File: config.mk
export PLATFORM = sky130hd
export DESIGN_NAME = spec_load_verifier
export DESIGN_NICKNAME = d
export VERILOG_FILES = /design/src/rtl/slv_pkg.sv /design/src/rtl/slv_conf_table.sv /design/src/rtl/slv_hold_file.sv /design/src/rtl/slv_verdict.sv /design/src/rtl/spec_load_verifier.sv
export SDC_FILE = /design/constraint.sdc
export NUM_CORES = 2
export LEC_CHECK = 0
export CAP_MARGIN = 40
export CORE_MARGIN = 3
export CORE_UTILIZATION = 40
export CTS_CLUSTER_SIZE = 10
export DETAILED_ROUTE_END_ITERATION = 8
export PLACE_DENSITY = 0.67
export SETUP_SLACK_MARGIN = 0.02
export SYNTH_ARGS = -nofsm -noshare
export SYNTH_HDL_FRONTEND = slang
export SYNTH_HIERARCHICAL = 1
export SYNTH_SLANG_ARGS = --single-unit
File: constraint.sdc
create_clock -name clk -period 6 [get_ports clk]
set_clock_uncertainty 0.15 [all_clocks]
set_input_delay 1.5 -clock clk [delete_from_list [all_inputs] [get_ports clk]]
set_output_delay 1.5 -clock clk [all_outputs]
set_load 0.01 [all_outputs]
File: src/rtl/slv_pkg.sv
package slv_pkg;
   typedef enum logic [1:0] {
      ST_INVALID = 2'd0,
      ST_SHARED  = 2'd1,
      ST_EXCL    = 2'd2,
      ST_DIRTY   = 2'd3
   } line_state_e;

   typedef enum logic [1:0] {
      VD_COMPLETE = 2'd0,
      VD_CONFIRM  = 2'd1,
      VD_SQUASH   = 2'd2
   } verdict_e;
endpackage

File: src/rtl/slv_conf_table.sv
module slv_conf_table #(
   parameter int IDX_W  = 6,
   parameter int CNT_W  = 2,
   parameter int THRESH = 2,
   parameter int INIT   = 2
) (
   input  logic             clk,
   input  logic             rst_n,
   input  logic [IDX_W-1:0] rd_idx,
   output logic             rd_ok,
   input  logic             upd_valid,
   input  logic [IDX_W-1:0] upd_idx,
   input  logic             upd_confirm
);
   localparam int DEPTH = 1 << IDX_W;
   localparam int CMAX  = (1 << CNT_W) - 1;
   localparam logic [CNT_W-1:0] CNT_MAX  = CNT_W'(CMAX);
   localparam logic [CNT_W-1:0] CNT_INIT = CNT_W'(INIT);
   localparam logic [CNT_W-1:0] CNT_THR  = CNT_W'(THRESH);

   generate
      if (THRESH > CMAX || INIT > CMAX || THRESH < 1) begin : g_bad_cfg
         $error("slv_conf_table: threshold or initial value out of counter range");
      end
   endgenerate

   logic [CNT_W-1:0] cnt_q [DEPTH];

   always_ff @(posedge clk or negedge rst_n) begin
      if (!rst_n) begin
         for (int i = 0; i < DEPTH; i++) cnt_q[i] <= CNT_INIT;
      end else if (upd_valid) begin
         if (!upd_confirm)
            cnt_q[upd_idx] <= '0;
         else if (cnt_q[upd_idx] != CNT_MAX)
            cnt_q[upd_idx] <= cnt_q[upd_idx] + 1'b1;
      end
   end

   assign rd_ok = (cnt_q[rd_idx] >= CNT_THR);
endmodule

File: src/rtl/slv_hold_file.sv
module slv_hold_file #(
   parameter int N_ENTRIES = 8,
   parameter int DATA_W    = 64,
   parameter int PC_W      = 32,
   parameter int LINE_W    = 33,
   parameter int ID_W      = $clog2(N_ENTRIES)
) (
   input  logic              clk,
   input  logic              rst_n,
   input  logic              alloc_valid,
   input  logic              alloc_spec,
   input  logic [DATA_W-1:0] alloc_word,
   input  logic [PC_W-1:0]   alloc_pc,
   input  logic [LINE_W-1:0] alloc_line,
   output logic              free_any,
   output logic [ID_W-1:0]   free_id,
   input  logic              rel_valid,
   input  logic [ID_W-1:0]   rel_id,
   output logic [N_ENTRIES-1:0] busy,
   input  logic [ID_W-1:0]   rd_id,
   output logic              rd_spec,
   output logic [DATA_W-1:0] rd_word,
   output logic [PC_W-1:0]   rd_pc,
   output logic [LINE_W-1:0] rd_line
);
   logic              spec_arr [N_ENTRIES];
   logic [DATA_W-1:0] word_arr [N_ENTRIES];
   logic [PC_W-1:0]   pc_arr   [N_ENTRIES];
   logic [LINE_W-1:0] line_arr [N_ENTRIES];

   generate
      for (genvar g = 0; g < N_ENTRIES; g++) begin : g_ent
         logic              v_q;
         logic              s_q;
         logic [DATA_W-1:0] w_q;
         logic [PC_W-1:0]   p_q;
         logic [LINE_W-1:0] l_q;
         logic              take;
         logic              drop;

         assign take = alloc_valid && (free_id == ID_W'(g));
         assign drop = rel_valid && (rel_id == ID_W'(g));

         always_ff @(posedge clk or negedge rst_n) begin
            if (!rst_n) begin
               v_q <= 1'b0;
               s_q <= 1'b0;
               w_q <= '0;
               p_q <= '0;
               l_q <= '0;
            end else if (take) begin
               v_q <= 1'b1;
               s_q <= alloc_spec;
               w_q <= alloc_word;
               p_q <= alloc_pc;
               l_q <= alloc_line;
            end else if (drop) begin
               v_q <= 1'b0;
            end
         end

         assign busy[g]     = v_q;
         assign spec_arr[g] = s_q;
         assign word_arr[g] = w_q;
         assign pc_arr[g]   = p_q;
         assign line_arr[g] = l_q;
      end
   endgenerate

   always_comb begin
      free_any = 1'b0;
      free_id  = '0;
      for (int i = N_ENTRIES - 1; i >= 0; i--) begin
         if (!busy[i]) begin
            free_any = 1'b1;
            free_id  = ID_W'(i);
         end
      end
   end

   assign rd_spec = spec_arr[rd_id];
   assign rd_word = word_arr[rd_id];
   assign rd_pc   = pc_arr[rd_id];
   assign rd_line = line_arr[rd_id];
endmodule

File: src/rtl/slv_verdict.sv
module slv_verdict
   import slv_pkg::*;
#(
   parameter int ID_W   = 3,
   parameter int DATA_W = 64,
   parameter int PC_W   = 32,
   parameter int LINE_W = 33
) (
   input  logic              clk,
   input  logic              rst_n,
   input  logic              fill_valid,
   input  logic [ID_W-1:0]   fill_id,
   input  logic [DATA_W-1:0] fill_word,
   input  logic              entry_busy,
   input  logic              rd_spec,
   input  logic [DATA_W-1:0] rd_word,
   input  logic [PC_W-1:0]   rd_pc,
   input  logic [LINE_W-1:0] rd_line,
   output logic              rel_valid,
   output logic              upd_valid,
   output logic              upd_confirm,
   output logic              done_valid,
   output logic [1:0]        done_kind,
   output logic [ID_W-1:0]   done_id,
   output logic [DATA_W-1:0] done_word,
   output logic [PC_W-1:0]   done_pc,
   output logic [LINE_W-1:0] done_line
);
   logic     accept;
   logic     same;
   verdict_e kind;

   assign accept      = fill_valid && entry_busy;
   assign same        = (rd_word == fill_word);
   assign rel_valid   = accept;
   assign upd_valid   = accept && rd_spec;
   assign upd_confirm = same;

   always_comb begin
      if (!rd_spec)  kind = VD_COMPLETE;
      else if (same) kind = VD_CONFIRM;
      else           kind = VD_SQUASH;
   end

   always_ff @(posedge clk or negedge rst_n) begin
      if (!rst_n) begin
         done_valid <= 1'b0;
         done_kind  <= VD_COMPLETE;
         done_id    <= '0;
         done_word  <= '0;
         done_pc    <= '0;
         done_line  <= '0;
      end else begin
         done_valid <= accept;
         if (accept) begin
            done_kind <= kind;
            done_id   <= fill_id;
            done_word <= fill_word;
            done_pc   <= rd_pc;
            done_line <= rd_line;
         end
      end
   end
endmodule

File: src/rtl/spec_load_verifier.sv
module spec_load_verifier
   import slv_pkg::*;
#(
   parameter int N_ENTRIES   = 8,
   parameter int DATA_W      = 64,
   parameter int PC_W        = 32,
   parameter int ADDR_W      = 40,
   parameter int LINE_BYTES  = 128,
   parameter int CONF_IDX_W  = 6,
   parameter int CONF_CNT_W  = 2,
   parameter int CONF_THRESH = 2,
   parameter int CONF_INIT   = 2,
   parameter int PC_LSB      = 2
) (
   input  logic                                   clk,
   input  logic                                   rst_n,
   input  logic                                   ld_valid,
   input  logic [PC_W-1:0]                        ld_pc,
   input  logic [ADDR_W-$clog2(LINE_BYTES)-1:0]   ld_line,
   input  logic                                   ld_atomic,
   input  logic                                   lk_match,
   input  logic [1:0]                             lk_state,
   input  logic [DATA_W-1:0]                      lk_word,
   output logic                                   ld_stall,
   output logic                                   spec_valid,
   output logic [DATA_W-1:0]                      spec_word,
   output logic                                   req_valid,
   output logic [$clog2(N_ENTRIES)-1:0]           req_id,
   output logic [ADDR_W-$clog2(LINE_BYTES)-1:0]   req_line,
   input  logic                                   fill_valid,
   input  logic [$clog2(N_ENTRIES)-1:0]           fill_id,
   input  logic [DATA_W-1:0]                      fill_word,
   output logic                                   done_valid,
   output logic [1:0]                             done_kind,
   output logic [$clog2(N_ENTRIES)-1:0]           done_id,
   output logic [DATA_W-1:0]                      done_word,
   output logic [PC_W-1:0]                        done_pc,
   output logic [ADDR_W-$clog2(LINE_BYTES)-1:0]   done_line
);
   localparam int OFF_W  = $clog2(LINE_BYTES);
   localparam int LINE_W = ADDR_W - OFF_W;
   localparam int ID_W   = $clog2(N_ENTRIES);

   generate
      if ((1 << ID_W) != N_ENTRIES || N_ENTRIES < 2) begin : g_bad_entries
         $error("spec_load_verifier: N_ENTRIES must be a power of two, at least 2");
      end
      if ((1 << OFF_W) != LINE_BYTES) begin : g_bad_line
         $error("spec_load_verifier: LINE_BYTES must be a power of two");
      end
      if (PC_LSB + CONF_IDX_W > PC_W) begin : g_bad_idx
         $error("spec_load_verifier: confidence index exceeds PC width");
      end
   endgenerate

   line_state_e st;
   logic        coh_miss;
   logic        free_any;
   logic [ID_W-1:0] free_id;
   logic [N_ENTRIES-1:0] busy;
   logic        conf_ok;
   logic        rd_spec;
   logic [DATA_W-1:0] rd_word;
   logic [PC_W-1:0]   rd_pc;
   logic [LINE_W-1:0] rd_line;
   logic        rel_valid;
   logic        upd_valid;
   logic        upd_confirm;

   assign st       = line_state_e'(lk_state);
   assign coh_miss = ld_valid && lk_match &&
                     ((st == ST_INVALID) || ((st == ST_SHARED) && ld_atomic));

   assign ld_stall   = coh_miss && !free_any;
   assign req_valid  = coh_miss && free_any;
   assign req_id     = free_id;
   assign req_line   = ld_line;
   assign spec_valid = req_valid && conf_ok;
   assign spec_word  = lk_word;

   slv_conf_table #(
      .IDX_W  (CONF_IDX_W),
      .CNT_W  (CONF_CNT_W),
      .THRESH (CONF_THRESH),
      .INIT   (CONF_INIT)
   ) u_conf (
      .clk         (clk),
      .rst_n       (rst_n),
      .rd_idx      (ld_pc[PC_LSB +: CONF_IDX_W]),
      .rd_ok       (conf_ok),
      .upd_valid   (upd_valid),
      .upd_idx     (rd_pc[PC_LSB +: CONF_IDX_W]),
      .upd_confirm (upd_confirm)
   );

   slv_hold_file #(
      .N_ENTRIES (N_ENTRIES),
      .DATA_W    (DATA_W),
      .PC_W      (PC_W),
      .LINE_W    (LINE_W),
      .ID_W      (ID_W)
   ) u_hold (
      .clk         (clk),
      .rst_n       (rst_n),
      .alloc_valid (req_valid),
      .alloc_spec  (spec_valid),
      .alloc_word  (lk_word),
      .alloc_pc    (ld_pc),
      .alloc_line  (ld_line),
      .free_any    (free_any),
      .free_id     (free_id),
      .rel_valid   (rel_valid),
      .rel_id      (fill_id),
      .busy        (busy),
      .rd_id       (fill_id),
      .rd_spec     (rd_spec),
      .rd_word     (rd_word),
      .rd_pc       (rd_pc),
      .rd_line     (rd_line)
   );

   slv_verdict #(
      .ID_W   (ID_W),
      .DATA_W (DATA_W),
      .PC_W   (PC_W),
      .LINE_W (LINE_W)
   ) u_verdict (
      .clk         (clk),
      .rst_n       (rst_n),
      .fill_valid  (fill_valid),
      .fill_id     (fill_id),
      .fill_word   (fill_word),
      .entry_busy  (busy[fill_id]),
      .rd_spec     (rd_spec),
      .rd_word     (rd_word),
      .rd_pc       (rd_pc),
      .rd_line     (rd_line),
      .rel_valid   (rel_valid),
      .upd_valid   (upd_valid),
      .upd_confirm (upd_confirm),
      .done_valid  (done_valid),
      .done_kind   (done_kind),
      .done_id     (done_id),
      .done_word   (done_word),
      .done_pc     (done_pc),
      .done_line   (done_line)
   );
endmodule

==> reports/qor.txt <==
==========================================================================================
Largest area contributor in the netlist .....................................      dfrtp_1
Top flip-flop cell by instance count after synthesis ........................      dfrtp_1
Kind of critical path .......................................................    in -> out
Mapped Nets .................................................................         4064
# rows ......................................................................          141
Number of buffers inserted for hold repair after clock tree synthesis .......            0
Sink count of the clock tree ................................................         1311
Share of the yosys chip area belonging to registers .........................        0.547
Worst slew margin relative to its limit .....................................        0.364
Largest net degree at the start of global routing ...........................          147
Unique masters post-synth ...................................................           72
Final net count .............................................................         4471
Critical-path cell list ..................................................... clkdlybuf4s50_1 -> mux4_2 -> nor2b_1 -> a211oi_1 -> a2111oi_0 -> or4_4 -> and2_1 -> buf_4
Cell types with the largest area share after synthesis ...................... dfrtp_1, mux2_2, mux4_2, dfstp_2, mux2_1
Total wirelength of the detailed-routed design ..............................       154 mm
Initial antenna violation count .............................................            9
Post-layout min period ......................................................      5830 ps
Number of instances in the placed design ....................................         6111
Period utilisation layout ...................................................        0.972
Grt ovf .....................................................................            0
Total of cells resized after clock tree synthesis ...........................            1
Class of the tightest hold or removal check .................................   reg -> reg
Filler Cell Count ...........................................................        12900
Critical Path Sink Type .....................................................  output port
Total area of multi-input combinational cells ...............................    25300 um2
Overall fraction of global-route tracks in use ..............................        0.198
I/O pins ....................................................................          442
Clock tree root driver cell .................................................    clkbuf_16
Die Wd ......................................................................       394 um
Number of buffers added by the clock tree synthesis step ....................          155
Worst Path Buf+Inv ..........................................................            2
Total Die Area ..............................................................   155000 um2
Upper clock frequency limit .................................................      171 MHz
Final routed DRC violation total ............................................            0
Fraction of final layout cells sized beyond drive strength 1 ................        0.462
Worst-Skew Late Latency .....................................................       770 ps
Number of max-capacitance violations reported ...............................            0
Average footprint of a synthesized cell .....................................     15.6 um2
HPWL after detailed placement ...............................................      97.0 mm
Post-synth EDFFs ............................................................            0
Count of buffers added by post-CTS timing repair for setup ..................            0
Peak supply drop ............................................................       271 uV
Cell count after synthesis ..................................................         3859
Final Non-Filler Cells ......................................................         6338
Number of vias after detailed routing .......................................        34700
Worst-path maximum fanout ...................................................            3
Final number of hold-violating endpoints ....................................            0
Core area ...................................................................   149000 um2
Synthesized area ............................................................    60100 um2
First-iteration detailed-routing DRC count ..................................         1931
Synth Register Bits .........................................................         1311
Wirelength per Cell .........................................................      24.3 um
Initial standard-cell utilization of the core ...............................        0.405
FF+latch area ...............................................................    32900 um2
Maximum number of buffers from clock root to sink ...........................            3
Number of levels the H-tree was split into ..................................            4
Fraction of post-synthesis cell area in the top cell type by area ...........        0.519
First-pass GRT wire length ..................................................       239 mm
Via count of the first global-routing pass ..................................        37500
Max stage delay cell, worst path ............................................        or4_4
Routability congestion estimate .............................................        0.857
Data arrival time at the worst-slack endpoint ...............................      4180 ps
Via-per-instance ratio ......................................................         5.48
Worst Setup Start Kind ...................................................... primary input
Clock edge transition at the registers on the reported setup and hold paths .        50 ps
TritonCTS clock tree ........................................................        built
Stage delay of the slowest cell on the critical path ........................       610 ps
Placed cell areas ...........................................................    66900 um2
Count of endpoints failing setup in the final report ........................            0
Pin slew with the least headroom to its limit ...............................       954 ps
Warnings, synthesis .........................................................            6
Cell type group with the largest total delay on the critical path ........... simple AND/OR/NAND/NOR gates
P_leak ......................................................................      32.1 nW
Power density over the cells ................................................   383 nW/um2
Data required time at the worst endpoint ....................................      4350 ps
Max-slew violation count ....................................................            0
Buffers added on ports ......................................................          441
Unrepaired setup endpoints after global routing .............................        false
Share of async-settable or async-resettable flops after synthesis ...........         1.00
Run status .................................................................. complete, no violations
DRT Pass-1 Iters ............................................................            6
Overall die height ..........................................................       394 um
Area delta synth->final .....................................................        18.8%
Final ANT Viol Nets .........................................................            0
Final non-filler cell area ..................................................    71500 um2
==========================================================================================
[area by class of cell]
| type | count | share of cell area |
|---|---|---|
| timing repair buffer | 614 | 0.0876 |
| inverter | 11 | 0.000613 |
| antenna | 7 | 0.000245 |
| sequential | 1311 | 0.460 |
| multi-input combinational | 2173 | 0.353 |
| tap | 2002 | 0.0351 |
| clock inverter | 16 | 0.00329 |
| clock buffer | 204 | 0.0596 |
[cells by family after synthesis]
logic type | after synthesis | synth area share
AOI/OAI and AO/OA | 193 | 0.0229
xor gates and xnor gates | 64 | 0.00932
adders and majority gates | 1 | 0.000208
buffers and inverters | 375 | 0.0341
DFF | 1311 | 0.547
muxes | 1664 | 0.365
and+or+nand+nor | 251 | 0.0213
[cell usage in the layout, fill, tap and decap left out, drive strengths merged, types with 7 or more instances in the layout]
cell type      synthesis  final
a21oi                  8      8
a221oi                 8      8
buf                  267    177
clkbuf                97    205
clkdlybuf4s50          0    436
clkinv                 0     10
dfrtp               1247   1247
dfstp                 64     64
diode                  0      7
inv                   11     16
mux2                1352   1352
mux2i                 24     24
mux4                 288    288
nand2                111    111
nand2b                11     11
nand3                 13     13
nand4                 10     10
nor2                  35     35
nor3                   8      8
nor4                  19     19
o21ai                 90     90
o31ai                 35     35
o41ai                 12     12
xor2                  64     64
[cells in the mapped netlist (8+ instances only)]
master,instances
o21ai_1,11
xor2_1,64
nand2b_1,11
buf_4,120
inv_1,8
nor2_1,35
a21oi_1,8
dfstp_2,64
dfrtp_1,1247
o21ai_0,78
mux2_2,1241
o31ai_1,30
buf_1,23
mux2i_1,24
nor4_1,17
nand2_1,111
nand3_1,13
mux4_2,286
mux2_1,111
o41ai_2,10
buf_2,118
nand4_1,10
clkbuf_1,97
[path summary, 6_finish.rpt]
check,startpoint,endpoint,slack [ps],depth (start not counted)
worst max-delay path,ld_pc[3],spec_valid,170,8
worst min-delay path,u_hold/g_ent[0].w_q[55]$_DFFE_PN0P_,u_hold/g_ent[0].w_q[55]$_DFFE_PN0P_,330,1
worst max register to register,u_hold/g_ent[7].p_q[3]$_DFFE_PN0P_,u_conf/cnt_q[36]$_DFFE_PN0P_,1340,15
worst min register to register,u_hold/g_ent[0].w_q[55]$_DFFE_PN0P_,u_hold/g_ent[0].w_q[55]$_DFFE_PN0P_,330,1
max in group asynchronous,rst_n,u_hold/g_ent[4].l_q[11]$_DFFE_PN0P_,3670,2
min in group asynchronous,rst_n,u_hold/g_ent[3].w_q[21]$_DFFE_PN0P_,560,1
[flip-flops by register name, indices dropped and copies added, names as in the netlist]
name	flops
u_hold/g_ent.v_q	8
u_conf/cnt_q	128
u_verdict/done_id	3
u_hold/g_ent.w_q	512
u_verdict/done_valid	1
u_verdict/done_word	64
u_verdict/done_line	33
u_hold/g_ent.l_q	264
u_verdict/done_pc	32
u_hold/g_ent.s_q	8
u_verdict/done_kind	2
u_hold/g_ent.p_q	256
[metal layers]
| metal | global-route usage | part of all wire |
|---|---|---|
| met1 | 0.275 | 0.45 |
| met2 | 0.324 | 0.48 |
| met3 | 0.0368 | 0.047 |
| met4 | 0.0484 | 0.019 |
| met5 | 0 | 0.000085 |
[power by group]
part / total [mW] / internal [mW] / switching [mW]
logic: 6.53 / 3.92 / 2.60
clock network: 8.55 / 4.97 / 3.59
registers: 12.3 / 11.2 / 1.12
total: 27.4 / 20.1 / 7.31
[stage by stage]
step / total power, mW / setup TNS (ps) / hold slack [ps] / utilization / worst slack, ps
after floorplan: 16.3 / 0 / 298 / - / 5.68
after global placement: 18.7 / -8.77 / 313 / 0.450 / -8.77
after detailed placement: 19.0 / -28.2 / 320 / 0.451 / -28.2
after CTS: 27.7 / 0 / 335 / 0.481 / 97.7
after global routing: 28.7 / 0 / 345 / 0.481 / 96.7
final: 27.4 / 0 / 331 / 0.481 / 166
Power figures use the tool's default switching activity.
